[src/rtl/wg_pkg.sv]
// Package: shared widths, status layout and window codes for the write guard.
// Assumes a byte-wide status register and an array addressed by ADDR_W bits.
package wg_pkg;
    localparam int STAT_W = 8;

    // Window codes held in status bits 3:2.
    typedef enum logic [1:0] {
        WIN_NONE    = 2'b00,
        WIN_QUARTER = 2'b01,
        WIN_HALF    = 2'b10,
        WIN_ALL     = 2'b11
    } win_code_e;

    // Writable protection state.
    typedef struct packed {
        logic      pin_bind;
        win_code_e win;
    } prot_cfg_t;

    // Assemble the readable status byte from its parts.
    function automatic logic [STAT_W-1:0] pack_status(input prot_cfg_t cfg, input logic latch);
        pack_status = {cfg.pin_bind, 3'b000, cfg.win, latch, 1'b0};
    endfunction
endpackage

[src/rtl/wg_latch.sv]
// Module: software write latch.
// Sets on an arm strobe, clears on a disarm strobe, and clears at transaction
// end when any write strobe was seen since the previous transaction end.
// Assumes command strobes are single-cycle and mutually exclusive.
module wg_latch (
    input  logic clk,
    input  logic rst_n,
    input  logic arm,
    input  logic disarm,
    input  logic wr_seen,
    input  logic xact_end,
    output logic latch
);
    logic pend_q;

    // Remember that the open transaction carried a write strobe.
    always_ff @(posedge clk) begin
        if (!rst_n)        pend_q <= 1'b0;
        else if (xact_end) pend_q <= 1'b0;
        else if (wr_seen)  pend_q <= 1'b1;
    end

    // Latch state: auto-clear first, then disarm, then arm.
    always_ff @(posedge clk) begin
        if (!rst_n)                             latch <= 1'b0;
        else if (xact_end && (pend_q || wr_seen)) latch <= 1'b0;
        else if (disarm)                        latch <= 1'b0;
        else if (arm)                           latch <= 1'b1;
    end


    wel_drop_chk: assert property (@(posedge clk) disable iff (!rst_n)
        (xact_end && wr_seen) |=> !latch);

    wel_arm_chk: assert property (@(posedge clk) disable iff (!rst_n)
        (arm && !disarm && !xact_end) |=> latch);

    wel_disarm_chk: assert property (@(posedge clk) disable iff (!rst_n)
        disarm |=> !latch);
endmodule

[src/rtl/wg_status.sv]
// Module: writable protection fields of the status register.
// Captures the pin-binding bit and window code on a granted write only.
// Assumes the grant is already qualified by latch and pin.
module wg_status
    import wg_pkg::*;
(
    input  logic              clk,
    input  logic              rst_n,
    input  logic              wr_grant,
    input  logic [STAT_W-1:0] wdata,
    output prot_cfg_t         cfg
);
    // Hold or update the protection fields.
    always_ff @(posedge clk) begin
        if (!rst_n) begin
            cfg.pin_bind <= 1'b0;
            cfg.win      <= WIN_NONE;
        end else if (wr_grant) begin
            cfg.pin_bind <= wdata[7];
            cfg.win      <= win_code_e'(wdata[3:2]);
        end
    end


    cfg_hold_chk: assert property (@(posedge clk) disable iff (!rst_n)
        !wr_grant |=> $stable(cfg));

    cfg_load_chk: assert property (@(posedge clk) disable iff (!rst_n)
        wr_grant |=> (cfg.pin_bind == $past(wdata[7])) && (cfg.win == $past(wdata[3:2])));
endmodule

[src/rtl/wg_window.sv]
// Module: protected-window decoder.
// Flags an address that lies inside the window picked by the code.
// Assumes ADDR_W >= 2 so that the top two bits split the array in quarters.
module wg_window
    import wg_pkg::*;
#(
    parameter int ADDR_W = 9
) (
    input  win_code_e         win,
    input  logic [ADDR_W-1:0] addr,
    output logic              hit
);
    localparam int TOP = ADDR_W - 1;

    // Compare the top address bits against the selected window.
    always_comb begin
        unique case (win)
            WIN_NONE:    hit = 1'b0;
            WIN_QUARTER: hit = addr[TOP] & addr[TOP-1];
            WIN_HALF:    hit = addr[TOP];
            default:     hit = 1'b1;
        endcase
    end
endmodule

[src/rtl/wg_addr.sv]
// Module: byte address counter.
// Loads a start address, then advances on each data byte strobe with wrap.
// Assumes a load and a step in the same cycle resolve in favour of the load.
module wg_addr #(
    parameter int ADDR_W = 9
) (
    input  logic              clk,
    input  logic              rst_n,
    input  logic              load,
    input  logic [ADDR_W-1:0] load_val,
    input  logic              step,
    output logic [ADDR_W-1:0] addr
);
    localparam logic [ADDR_W-1:0] LAST = {ADDR_W{1'b1}};

    // Advance or reload the address.
    always_ff @(posedge clk) begin
        if (!rst_n)    addr <= '0;
        else if (load) addr <= load_val;
        else if (step) addr <= addr + 1'b1;
    end


    addr_wrap_chk: assert property (@(posedge clk) disable iff (!rst_n)
        (step && !load && addr == LAST) |=> (addr == '0));

    addr_load_chk: assert property (@(posedge clk) disable iff (!rst_n)
        load |=> (addr == $past(load_val)));
endmodule

[src/rtl/wr_guard.sv]
// Module: write protection unit (top).
// Combines the write latch, the protected window and the protect pin into
// same-cycle grants for memory and status writes, keeps the byte address and
// answers status reads one cycle after the strobe.
// Assumes at most one command strobe per cycle from the upstream decoder.
module wr_guard
    import wg_pkg::*;
#(
    parameter int ADDR_W = 9
) (
    input  logic              clk,
    input  logic              rst_n,
    input  logic              wp_n,
    input  logic              cs_end,
    input  logic              cmd_wren,
    input  logic              cmd_wrdi,
    input  logic              cmd_wrsr,
    input  logic              cmd_rdsr,
    input  logic [STAT_W-1:0] sr_wdata,
    input  logic              addr_load,
    input  logic [ADDR_W-1:0] addr_in,
    input  logic              mem_wr,
    output logic [ADDR_W-1:0] mem_addr,
    output logic              mem_we,
    output logic              sr_we,
    output logic [STAT_W-1:0] status_byte,
    output logic              sr_rd_valid,
    output logic [STAT_W-1:0] sr_rd_data
);
    logic      latch;
    prot_cfg_t cfg;
    logic      win_hit;
    logic      pin_block;

    wg_latch u_latch (
        .clk      (clk),
        .rst_n    (rst_n),
        .arm      (cmd_wren),
        .disarm   (cmd_wrdi),
        .wr_seen  (mem_wr | cmd_wrsr),
        .xact_end (cs_end),
        .latch    (latch)
    );

    wg_status u_status (
        .clk      (clk),
        .rst_n    (rst_n),
        .wr_grant (sr_we),
        .wdata    (sr_wdata),
        .cfg      (cfg)
    );

    wg_window #(.ADDR_W(ADDR_W)) u_window (
        .win  (cfg.win),
        .addr (mem_addr),
        .hit  (win_hit)
    );

    wg_addr #(.ADDR_W(ADDR_W)) u_addr (
        .clk      (clk),
        .rst_n    (rst_n),
        .load     (addr_load),
        .load_val (addr_in),
        .step     (mem_wr),
        .addr     (mem_addr)
    );

    // Pin protection applies only when the status byte makes it binding.
    always_comb pin_block = cfg.pin_bind & ~wp_n;

    // Same-cycle grants from the three protection layers.
    always_comb begin
        sr_we  = cmd_wrsr & latch & ~pin_block;
        mem_we = mem_wr & latch & ~pin_block & ~win_hit;
    end

    // Live status view.
    always_comb status_byte = pack_status(cfg, latch);

    // Registered status read response.
    always_ff @(posedge clk) begin
        if (!rst_n) begin
            sr_rd_valid <= 1'b0;
            sr_rd_data  <= '0;
        end else begin
            sr_rd_valid <= cmd_rdsr;
            if (cmd_rdsr) sr_rd_data <= status_byte;
        end
    end


    mem_latch_chk: assert property (@(posedge clk) disable iff (!rst_n)
        (mem_we || sr_we) |-> latch);

    all_window_chk: assert property (@(posedge clk) disable iff (!rst_n)
        (cfg.win == WIN_ALL) |-> !mem_we);

    pin_block_chk: assert property (@(posedge clk) disable iff (!rst_n)
        (cfg.pin_bind && !wp_n) |-> (!mem_we && !sr_we));

    rd_resp_chk: assert property (@(posedge clk) disable iff (!rst_n)
        cmd_rdsr |=> (sr_rd_valid && sr_rd_data == $past(status_byte)));
endmodule

[config.mk]
export PLATFORM = sky130hd
export DESIGN_NAME = wr_guard
export DESIGN_NICKNAME = d
export VERILOG_FILES = /design/src/rtl/wg_pkg.sv /design/src/rtl/wg_latch.sv /design/src/rtl/wg_status.sv /design/src/rtl/wg_window.sv /design/src/rtl/wg_addr.sv /design/src/rtl/wr_guard.sv
export SDC_FILE = /design/constraint.sdc
export NUM_CORES = 1
export LEC_CHECK = 0
export CAP_MARGIN = 15
export CORE_UTILIZATION = 36
export CTS_BUF_LIST = sky130_fd_sc_hd__clkbuf_4
export DETAILED_ROUTE_END_ITERATION = 8
export PLACE_DENSITY_LB_ADDON = 0.12
export SLEW_MARGIN = 20
export SYNTH_ARGS = -nofsm -noshare
export SYNTH_HDL_FRONTEND = slang
export SYNTH_HIERARCHICAL = 1
export SYNTH_SLANG_ARGS = --single-unit
[constraint.sdc]
create_clock -name clk -period 1.3 [get_ports clk]
set_input_delay 0.26 -clock clk [delete_from_list [all_inputs] [get_ports clk]]
set_output_delay 0.26 -clock clk [all_outputs]
set_load 0.1 [all_outputs]
# --- Yosys cells after proc, flatten, opt, wreduce, memory -nomap -nowiden ---
# Cells that the tools add are included.
word_totals:
  mem_bits_ro: 0
  inputBits: 27
  reg_bits: 19
  word_cells: 31
  latchBits: 0
  mem_bits_rw: 0
  mem_count: 0
  out_inout_bits: 28
classes:
  bitwise: 12
  addsub: 1
  shift: 0
  n_reduce_logical: 6
  n_eq_ne: 2
  n_mul: 0
  div_mod_pow: 0
  muxes: 3
  order_cmp: 0
ops:
  columns: ["op", "count"]
  rows:
  - ["$mux W9", 2]
  - ["$add A9 B1 Y9 const B", 1]
  - ["$and A1 B1 Y1", 7]
  - ["$not A1 Y1", 4]
  - ["$pmux W1 S3", 1]
  - ["$reduce_or A3 Y1", 1]
  - ["$eq A2 B1 Y1 const B", 1]
  - ["$eq A2 B2 Y1 const B", 1]
  - ["$logic_not A2 Y1", 1]
  - ["$reduce_bool A2 Y1", 1]
  - ["$reduce_or A2 Y1", 1]
  - ["$logic_and A1 B1 Y1", 1]
  - ["$logic_or A1 B1 Y1", 1]
  - ["$or A1 B1 Y1", 1]

# --- Logic depth before layout (Yosys ltp) ---
# Gate-level depths: netlist of the first run.
logic_depth:
  word_depth: 5
  ltp_mapped: 4
  mapped_depth_nobuf: 4

# --- Cells and area by module ---
# The synthesis of the first run kept the hierarchy.
by_module_without_submodules:
  columns: ["module", "instances", "area_per_inst_um2", "seq_area_each_um2", "cells_per_inst"]
  rows:
  - ["wg_addr", 1, 530.5, 180.2, 64]
  - ["wr_guard", 1, 284.0, 100.1, 29]
  - ["wg_status", 1, 108.9, 60.1, 9]
  - ["wg_latch", 1, 71.3, 40.0, 7]
  - ["wg_window", 1, 13.8, 0.0, 3]

# --- Worst setup path after synthesis of the first run ---
# OpenSTA, ideal clock, no wires.
synth_timing:
  kind: "register to register"
  start: "register u_status/cfg[2] (netlist name)"
  end: "register u_status/cfg[0] (netlist name)"
  arrival_ns: 2.070
  t_required_ns: 1.180
  path_stages_with_launch: 5
  setup_slack_ns: -0.890
  setup_time_ns: 0.120
  period_less_slack_ns: 2.190
  path_buffers: 0
  cell_sequence: "dfxtp_1 -> nand2b_1 -> and3_1 -> mux2i_1 -> nor2b_1"
synth_between:
  elab_chain_len: 3
synth_rtl:
  columns: ["element", "line_no", "text"]
  rows:
  - ["$and A1 B1 Y1", "wr_guard.sv:69", "always_comb pin_block = cfg.pin_bind & ~wp_n;"]
  - ["$not A1 Y1", "wr_guard.sv:73", "sr_we = cmd_wrsr & latch & ~pin_block;"]
  - ["$and A1 B1 Y1", "wr_guard.sv:73", null]
  - ["named net sr_we", "wr_guard.sv:25", "output logic sr_we,"]
# The timed path passes the listed nets, and every way through them passes these cells.
# A chain may end at the register's enable or synchronous reset.

# --- Worst setup path in the final report of the first run ---
layout_timing:
  start: "register u_status/cfg[0] (netlist name)"
  end: "output port mem_we"
layout_between:
  elab_chain_len: 4
  word_cells_on_any_way: 6
  cone_classes: "eq/ne (2); mux (1); bitwise (2); reduce/logical (1)"
layout_rtl:
  columns: ["element", "line_no", "text"]
  rows:
  - ["$eq A2 B2 Y1 (tied with other cells)", "wg_window.sv:17", "unique case (win)"]
  - ["$pmux W1 S3 *", "wg_window.sv:17", null]
  - ["named net win_hit", "wr_guard.sv:32", "logic win_hit;"]
  - ["$not A1 Y1 *", "wr_guard.sv:74", "mem_we = mem_wr & latch & ~pin_block & ~win_hit;"]
  - ["$and A1 B1 Y1 *", "wr_guard.sv:74", null]
  - ["end, declared", "wr_guard.sv:24", "output logic mem_we,"]
# The timed path passes the listed nets; every way through them passes the cells marked *.

==> flow_summary.json, run 1 <==
{
  "run_status": "finished with violations",
  "violations": "setup timing",
  "combPwrFrac_pct": 38.9,
  "rsz0062_at_grt": "true",
  "die_w_um": 54.93,
  "criticalPathCategory": "reg -> out",
  "cp_data_arrival_time_ns": 1.38,
  "synth_cells": 112,
  "clk_latency_ns": 0.30,
  "p_switching_mw": 0.6135,
  "hp-start": "cmd_wrsr",
  "clockRootBuffer": "clkbuf_4",
  "drtIter0Drc": 12,
  "min_path_cells": 4,
  "gp_congestion": 0.7619,
  "post-route-min-period_ns": 1.641,
  "pre_cts_ws_ns": -0.3530,
  "crit_fanout": 3,
  "syn_to_final_growth_pct": 83.62,
  "finalSetupViolCount": 2,
  "dp_hpwl_um": 2172,
  "r2r_end": "u_addr/addr[7]",
  "yosys_warnings": 6,
  "drc": 0,
  "fin_cells": 200,
  "finClkSkew_ns": 0.003388,
  "wl_per_cell_um": 14.37,
  "yosysTopAreaCell": "dfxtp_1",
  "finalHoldViolations": 0,
  "cp.required_ns": 1.04,
  "drive_gt1_share_pct": 38.24,
  "synthTopCellsByArea": "dfxtp_1 38%, mux2i_1 7.9%, buf_4 6.7%",
  "ys_seq_elements": 19,
  "drtAntennaViolNets": 0,
  "hold_buffers": 0,
  "final_util_pct": 72.12,
  "initial_core_util_pct": 39.28,
  "die_area_sq_um": 3017,
  "ios": 55,
  "die_h_um": 54.93,
  "hp-class": "in -> reg",
  "routed_via_density": 5.035,
  "cts.sinks": 19,
  "num_vias": 1007,
  "grt_use_total_pct": 20.51,
  "core_sq_um": 2567,
  "powerDensity_nw_per_um2": 854.1,
  "maxSlewViolCount": 0,
  "gr-usage-met3_pct": 2.459,
  "seq_power_share_pct": 40.5,
  "fin_crit_sh_pct": 126.3,
  "io_buffer_count": 41,
  "grt_max_degree": 21,
  "n_antenna_cell": 0,
  "clkPwrFrac_pct": 20.6,
  "fmax_mhz": 609.2,
  "overflow": 0,
  "grt_pass1_vias": 885,
  "synth_area_per_cell_sq_um": 9.004,
  "leakage_nw": 0.7575,
  "startpoint_type": "flop",
  "yosysSeqAreaShare_pct": 37.72,
  "cts_buffers": 3,
  "synth.distinct_cells": 35,
  "dr.pass1.iters": 4,
  "synth_area_sq_um": 1008,
  "htree_levels": 1,
  "nets": 199,
  "grt_pass1_wl_um": 4181,
  "r2r_start": "u_addr/addr[1]",
  "critPathLaunch": "u_status/cfg[0]",
  "nFillCells": 190,
  "grt_use_met1_pct": 24.88,
  "rrSetupSlack_ns": 0.01,
  "drv_cap": 0,
  "end_kind": "output port",
  "antenna_found_initial": 0,
  "hold_end": "u_latch/latch",
  "p_int_mw": 0.9681,
  "cts_buffer_depth": 2,
  "gr-usage-met2_pct": 35.54,
  "rows": 18,
  "grt_busiest_layer": "met2",
  "drt-total-wl_um": 2873,
  "p_sw_share_pct": 38.79,
  "cts_tree": "done",
  "placed_cells": 188,
  "tns_ns": -0.4164,
  "vdd_ir_drop_max_uv": 746.8,
  "reg2reg_depth": 4,
  "synth_top_area_share_pct": 37.72,
  "fin_ws_ns": -0.3414,
  "clk_pin_slew_worst_paths_ns": 0.10
}
-- through the flow --
stage	total power [mW]	hold WS (ns)	cell area, sq um
2_1_floorplan	1.041	0.3361	1115
3_3_place_gp	1.245	0.4922	1753
3_5_place_dp	1.255	0.4953	1753
4_1_cts	1.587	0.5098	1802
5_1_grt	1.655	0.5066	1852
6_report	1.582	0.5138	1852
-- repair_timing --
| item | 4_1_cts | 5_1_grt |
|---|---|---|
| buffers inserted | 2 | 6 |
| setup endpoints to repair | 3 | 5 |
| pin swaps | 1 | 7 |
| endpoints found under the hold margin | 0 | 0 |
| gates resized for setup | 4 | 2 |
-- metal layers --
metal / wire length (um) / share of wire, %
met1: 1190 / 41
met2: 1524 / 53
met3: 110 / 3.8
met4: 48 / 1.7
met5: 0 / 0
-- power groups by stage --
| stage | Clock, mW | Combinational, mW | Sequential, mW |
|---|---|---|---|
| after floorplan | 0 | 0.224 | 0.816 |
| after global routing | 0.373 | 0.637 | 0.645 |
| after detailed placement | 0 | 0.598 | 0.657 |
| after global placement | 0 | 0.589 | 0.656 |
| final | 0.325 | 0.615 | 0.641 |
| after CTS | 0.343 | 0.600 | 0.644 |
-- cell families after synthesis --
logic type      after synthesis  share of synthesized area (%)
buf+inv                      16                          10.30
flops                        19                          37.72
simple gates                 44                          27.54
xor+xnor                      4                          3.475
fa+ha+maj                     1                          1.240
compound gates               19                          11.41
mux                           8                          7.941
other cells                   1                         0.3719
-- critical path: stages, from the launching register on --
cell	delay (ns)
dfxtp_4	0.36
o21ai_2	0.12
nand2_1	0.09
and4b_4	0.34
buf_12	0.17
-- placed cells by master, fill, tap and decap left out, types with 5 or more instances in the layout --
master,netlist,routed
and2_1,5,5
buf_12,0,20
buf_4,9,19
clkdlybuf4s50_1,0,18
conb_1,1,8
dfxtp_1,19,6
dfxtp_4,0,12
mux2i_1,8,8
nand3_1,7,6
nor2b_1,7,7
o21ai_0,9,9
-- cell type report --
| class | count | area, sq um | share of cell area, % |
|---|---|---|---|
| repair buffers | 60 | 749.5 | 40.47 |
| multi-input cells | 84 | 596.8 | 32.23 |
| flip-flops and latches | 19 | 426.7 | 23.04 |
| well taps | 30 | 37.54 | 2.027 |
| clock buffers | 4 | 30.03 | 1.622 |
| inverters | 3 | 11.26 | 0.6081 |
-- cells in the mapped netlist --
cell,n
xor2_1,2
nand3b_1,1
nor3b_1,4
and3b_1,1
or4_1,3
nand4_2,1
o21ai_0,9
clkbuf_1,1
a31oi_1,1
mux2i_1,8
nand3_1,7
buf_4,9
nand2b_1,2
and2_1,5
o2111a_1,1
nand4_1,3
conb_1,1
nand2_1,4
and3_1,1
or2_2,1
ha_1,1
and4b_1,1
inv_1,3
buf_2,2
a21oi_1,2
o211a_1,1
or3_1,1
dfxtp_1,19
buf_6,1
and2_2,1
o211ai_1,3
xnor2_1,2
nor2_1,1
nor2b_1,7
o21ai_1,2
-- worst max-delay path by stage --
stage	end	cells after the start
6_report	mem_we	4
5_1_grt	mem_we	4
4_1_cts	mem_we	4
3_5_place_dp	u_addr/addr[7]	4
3_3_place_gp	u_addr/addr[8]	4
2_1_floorplan	mem_we	3
-- sequential cells by signal, indices dropped and copies added, names as in the netlist --
name            flops
sr_rd_data          4
u_status/cfg        3
sr_rd_valid         1
u_latch/latch       1
u_latch/pend_q      1
u_addr/addr         9
Note: power is estimated with default switching activity, not from simulation.
==> run 2: changes to the inputs <==
--- a/config.mk
+++ b/config.mk
@@ -6,6 +6,7 @@
 export NUM_CORES = 1
 export LEC_CHECK = 0
 export CAP_MARGIN = 15
+export CORE_MARGIN = 2
 export CORE_UTILIZATION = 36
 export CTS_BUF_LIST = sky130_fd_sc_hd__clkbuf_4
 export DETAILED_ROUTE_END_ITERATION = 8
==> run 2 against run 1 <==
Effect of this change: clock skew grew 0.0022 ns; non-clock buffer count increased by 3; combinational power rose by 3.9%; highest routed layer unchanged; power increased by 1.7%; die area increased by 7.4%; routed wire length decreased by 5.2%; sequential share of layout area shrank 0.74 points; global-route usage decreased by 2.3 points; the run still ends with setup timing left.
==> flow_summary.json, run 2 (synthesis results as in run 1) <==
{
  "maxSlewViolCount": 0,
  "critPathLaunch": "u_addr/addr[8]",
  "nFillCells": 232,
  "leakage_nw": 0.7832,
  "run_status": "finished with violations",
  "dp_hpwl_um": 1983,
  "whs_ns": 0.5004,
  "nets": 202,
  "dr.pass1.iters": 4,
  "overflow": 0,
  "clk_latency_ns": 0.31,
  "final_common_cell": "buf_12",
  "grt_pass1_wl_um": 4581,
  "num_vias": 1005,
  "finalHoldViolations": 0,
  "fin_ws_ns": -0.3160,
  "n_antenna_cell": 0,
  "grt_pass1_vias": 1034,
  "cp_data_arrival_time_ns": 1.36,
  "grt_use_total_pct": 18.17,
  "syn_to_final_growth_pct": 89.70,
  "clockRootBuffer": "clkbuf_4",
  "core_sq_um": 2710,
  "fmax_mhz": 618.8,
  "hp-class": "in -> reg",
  "cts_buffers": 3,
  "largest_reg_flops": 9,
  "regMostFlops": "u_addr/addr",
  "total_power_mw": 1.609,
  "p_int_mw": 0.9927,
  "hold_buffers": 0,
  "violations": "setup timing",
  "cts.sinks": 19,
  "ios": 55,
  "grt_max_degree": 21,
  "die_w_um": 56.93,
  "finalSetupViolCount": 6,
  "criticalPathCategory": "reg -> out",
  "die_h_um": 56.93,
  "htree_levels": 1,
  "clk_pin_slew_worst_paths_ns": 0.11,
  "io_buffer_count": 41,
  "powerDensity_nw_per_um2": 840.9,
  "hp-start": "cmd_wrsr",
  "final_util_pct": 70.59,
  "cts_buffer_depth": 2,
  "rsz0062_at_grt": "true",
  "drc": 0,
  "startpoint_type": "flop",
  "die_area_sq_um": 3240,
  "drive_gt1_share_pct": 39.31,
  "wl_per_cell_um": 13.35,
  "initial_core_util_pct": 37.21,
  "r2r_start": "u_addr/addr[1]",
  "p_switching_mw": 0.6160,
  "drt-total-wl_um": 2723,
  "p_sw_share_pct": 38.29,
  "combPwrFrac_pct": 39.7,
  "clkPwrFrac_pct": 20.4,
  "end_kind": "output port",
  "rows": 19,
  "drtIter0Drc": 21,
  "post-route-min-period_ns": 1.616,
  "vdd_ir_drop_max_uv": 678.1,
  "reg_top3": "u_addr/addr: 9 flops, sr_rd_data: 4 flops, u_status/cfg: 3 flops",
  "gp_congestion": 0.8296,
  "mostFrequentLayoutCells": "22 x buf_12, 19 x clkdlybuf4s50_1, 17 x buf_4, 12 x dfxtp_4, 9 x o21ai_0",
  "finClkSkew_ns": 0.005624,
  "routed_via_density": 4.926,
  "cp.required_ns": 1.04,
  "antenna_found_initial": 0,
  "cts_tree": "done",
  "drtAntennaViolNets": 0,
  "seq_power_share_pct": 39.9,
  "fin_crit_sh_pct": 124.3,
  "crit_fanout": 3,
  "pre_cts_ws_ns": -0.2996,
  "drv_cap": 0
}
-- run 2: final timing paths --
check	to	slack, ns	cells past startpoint
hold / removal	u_latch/latch	0.50	4
hold reg to reg	u_latch/pend_q	0.51	2
setup / recovery	mem_we	-0.32	4
setup reg to reg	u_addr/addr[8]	0.02	4
-- run 2: repair_timing --
item,4_1_cts,5_1_grt
resized for setup,4,4
setup buffers,3,7
endpoints found under the setup margin,2,8
pin swaps,1,3
-- run 2: metal layers --
| layer | GRT usage, % | vias to the layer above | part of all wire, % | wire [um] |
|---|---|---|---|---|
| met1 | 19.41 | 462 | 40 | 1084 |
| met4 | 8.306 | 0 | 1.7 | 47 |
| met2 | 33.99 | 35 | 52 | 1427 |
| met5 | 0 | - | 0 | 0 |
| met3 | 3.456 | 5 | 6.0 | 163 |
| li1 | - | 503 | - | - |
-- run 2: stage by stage --
stage	area (sq um)	TNS [ns]	cells
2_1_floorplan	1115	-0.4841	119
3_3_place_gp	1762	-2.939	190
3_5_place_dp	1762	-3.023	190
4_1_cts	1823	-0.4346	197
5_1_grt	1913	-0.8721	204
6_report	1913	-0.5590	204
-- run 2: worst max-delay path, cell delays in order (launching register included) --
cell	delay, ns
dfxtp_4	0.36
o21ai_2	0.12
nand2_1	0.06
and4b_4	0.33
buf_12	0.17
-- run 2: layout make-up --
type / instances / area [sq um] / share of cell area (%)
Timing Repair Buffer: 63 / 809.5 / 42.32
Inverter: 3 / 11.26 / 0.5886
Multi-Input combinational cell: 84 / 596.8 / 31.20
Sequential cell: 19 / 426.7 / 22.30
Clock buffer: 4 / 30.03 / 1.570
Tap cell: 31 / 38.79 / 2.027
-- run 2: power groups by stage --
| stage | logic, mW | clock network (mW) | registers, mW |
|---|---|---|---|
| 3_3_place_gp | 0.586 | 0 | 0.660 |
| 2_1_floorplan | 0.224 | 0 | 0.816 |
| 4_1_cts | 0.599 | 0.337 | 0.647 |
| 3_5_place_dp | 0.592 | 0 | 0.660 |
| 5_1_grt | 0.666 | 0.364 | 0.647 |
| 6_report | 0.639 | 0.328 | 0.641 |
==> run 3: changes to the inputs <==
--- a/config.mk
+++ b/config.mk
@@ -7,8 +7,8 @@
 export LEC_CHECK = 0
 export CAP_MARGIN = 15
 export CORE_MARGIN = 2
-export CORE_UTILIZATION = 36
-export CTS_BUF_LIST = sky130_fd_sc_hd__clkbuf_4
+export CORE_UTILIZATION = 34
+export CTS_BUF_LIST = sky130_fd_sc_hd__clkbuf_16
 export DETAILED_ROUTE_END_ITERATION = 8
 export PLACE_DENSITY_LB_ADDON = 0.12
 export SLEW_MARGIN = 20
==> run 3 against run 2 <==
Effect of this change: the run still ends with setup timing left; power is 17% higher; final cell count is 4.4% lower; hold slack better by 0.0024 ns; sequential share of layout area is 0.64 points higher; combinational power is 6.3% lower; die area is 5.5% higher; critical path type unchanged; critical endpoint unchanged; largest cell class unchanged; highest routed layer unchanged.
==> flow_summary.json, run 3 (synthesis results as in run 1) <==
{
  "hold_buffers": 0,
  "clk_pin_slew_worst_paths_ns": 0.06,
  "drc": 0,
  "total_power_mw": 1.875,
  "slowest_stage": "dfxtp_4",
  "die_area_sq_um": 3418,
  "post-route-min-period_ns": 1.547,
  "io_buffer_count": 41,
  "rows": 19,
  "cts.sinks": 19,
  "r2r_end": "u_addr/addr[6]",
  "finalHoldViolations": 0,
  "reg_top3": "u_addr/addr: 9 flops, sr_rd_data: 4 flops, u_status/cfg: 3 flops",
  "hp-class": "reg -> reg",
  "reg2reg_depth": 4,
  "rsz0062_at_grt": "true",
  "die_h_um": 58.46,
  "gp_congestion": 0.7317,
  "antenna_found_initial": 0,
  "largest_reg_flops": 9,
  "maxSlewViolCount": 0,
  "drive_gt1_share_pct": 35.37,
  "finClkSkew_ns": 0.005438,
  "grt_pass1_wl_um": 4533,
  "powerDensity_nw_per_um2": 1011,
  "p_switching_mw": 0.6434,
  "dp_hpwl_um": 2034,
  "run_status": "finished with violations",
  "drt-total-wl_um": 2741,
  "final_common_cell": "buf_12",
  "r2r_start": "u_addr/addr[1]",
  "die_w_um": 58.46,
  "grt_use_total_pct": 17.55,
  "vdd_ir_drop_max_uv": 821.8,
  "drtIter0Drc": 17,
  "combPwrFrac_pct": 31.9,
  "crit_fanout": 3,
  "critPathLaunch": "u_addr/addr[8]",
  "fin_ws_ns": -0.2472,
  "seq_power_share_pct": 34.4,
  "clockRootBuffer": "clkbuf_16",
  "clk_latency_ns": 0.25,
  "finalSetupViolCount": 2,
  "crit_chain": "o21ai_2 -> nand2_1 -> and4b_4 -> buf_12",
  "dr.pass1.iters": 4,
  "fin_crit_sh_pct": 119.0,
  "routed_via_density": 5.087,
  "clkPwrFrac_pct": 33.7,
  "grt_pass1_vias": 967,
  "max_stage_delay_ns": 0.34,
  "p_int_mw": 1.232,
  "p_sw_share_pct": 34.31,
  "drv_cap": 0,
  "rrSetupSlack_ns": 0.06,
  "fmax_mhz": 646.3,
  "num_vias": 992,
  "wl_per_cell_um": 14.06,
  "cts_buffer_depth": 2,
  "startpoint_type": "flop",
  "drtAntennaViolNets": 0,
  "n_antenna_cell": 0,
  "violations": "setup timing",
  "leakage_nw": 0.7501,
  "core_sq_um": 2781,
  "cts_buffers": 3,
  "overflow": 0,
  "mostFrequentLayoutCells": "20 x buf_12, 16 x clkdlybuf4s50_1, 13 x buf_4, 12 x dfxtp_4, 9 x o21ai_0",
  "regMostFlops": "u_addr/addr",
  "cp-endpoint": "mem_we",
  "ios": 55,
  "initial_core_util_pct": 36.26,
  "cp.required_ns": 1.04,
  "nets": 193,
  "syn_to_final_growth_pct": 83.87,
  "criticalPathCategory": "reg -> out",
  "cts_tree": "done",
  "pre_cts_ws_ns": -0.3310,
  "end_kind": "output port",
  "grt_max_degree": 21,
  "htree_levels": 1,
  "cp_data_arrival_time_ns": 1.29
}
run 3: cell count changes in the layout (fill, tap and decap cells not counted), sizes merged:
cell and delta:
buf -9, clkbuf -1, clkdlybuf4s50 -3, clkinv +1, dlygate4sd2 +3
run 3: worst max-delay path: cells and delay by family, from the launching register on:
family,cells,cell delay [ns]
AOI/OAI and AO/OA,1,0.13
buffers and inverters,1,0.17
DFF,1,0.34
and+or+nand+nor,2,0.39
run 3: power groups by stage:
stage               logic (mW)  clock network, mW  registers (mW)
global placement         0.586                  0           0.660
finish                   0.599              0.632           0.645
CTS                      0.588              0.652           0.649
floorplan                0.224                  0           0.816
global route             0.622              0.682           0.650
detailed placement       0.590                  0           0.660
run 3: routing by layer:
layer / GRT usage [%] / wire length [um] / up-vias / part of all wire (%)
met5: 0 / 0 / - / 0
met4: 6.977 / 33 / 0 / 1.2
met3: 3.516 / 159 / 4 / 5.8
met2: 30.02 / 1395 / 35 / 51
met1: 21.50 / 1154 / 464 / 42
li1: - / - / 489 / -
run 3: how the worst min path moves through the flow:
stage                              start             end  slack [ns]  cells after the start
after CTS                 u_latch/pend_q  u_latch/pend_q        0.51                      2
after global placement    u_latch/pend_q  u_latch/pend_q        0.49                      2
after detailed placement  u_latch/pend_q  u_latch/pend_q        0.50                      2
final                     u_latch/pend_q  u_latch/pend_q        0.50                      2
after global routing      u_latch/pend_q  u_latch/pend_q        0.52                      2
after floorplan                   cs_end  u_latch/pend_q        0.34                      1
run 3: area by class of cell:
| type | instances | area [sq um] |
|---|---|---|
| repair buffers | 54 | 701.9 |
| inverters | 3 | 11.26 |
| flip-flops and latches | 19 | 425.4 |
| clock inverters | 1 | 5.005 |
| multi-input cells | 84 | 596.8 |
| fillers | 218 | 927.1 |
| well taps | 31 | 38.79 |
| clock buffers | 3 | 75.07 |
run 3: timing repair:
item	in CTS	in global routing
resized for setup	6	1
setup buffers	1	2
pin swaps	4	2
endpoints found under the setup margin	8	4
run 3: through the flow:
step,instance area [sq um],hold WS (ns),util (%),TNS (ns),std cells
floorplan,1115,0.3361,-,-0.4841,119
global placement,1747,0.4851,62.80,-3.327,188
detailed placement,1747,0.5015,62.80,-3.686,188
CTS,1836,0.5097,65.99,-0.2635,193
global route,1854,0.5211,66.67,-0.3336,195
finish,1854,0.5028,66.67,-0.2683,195
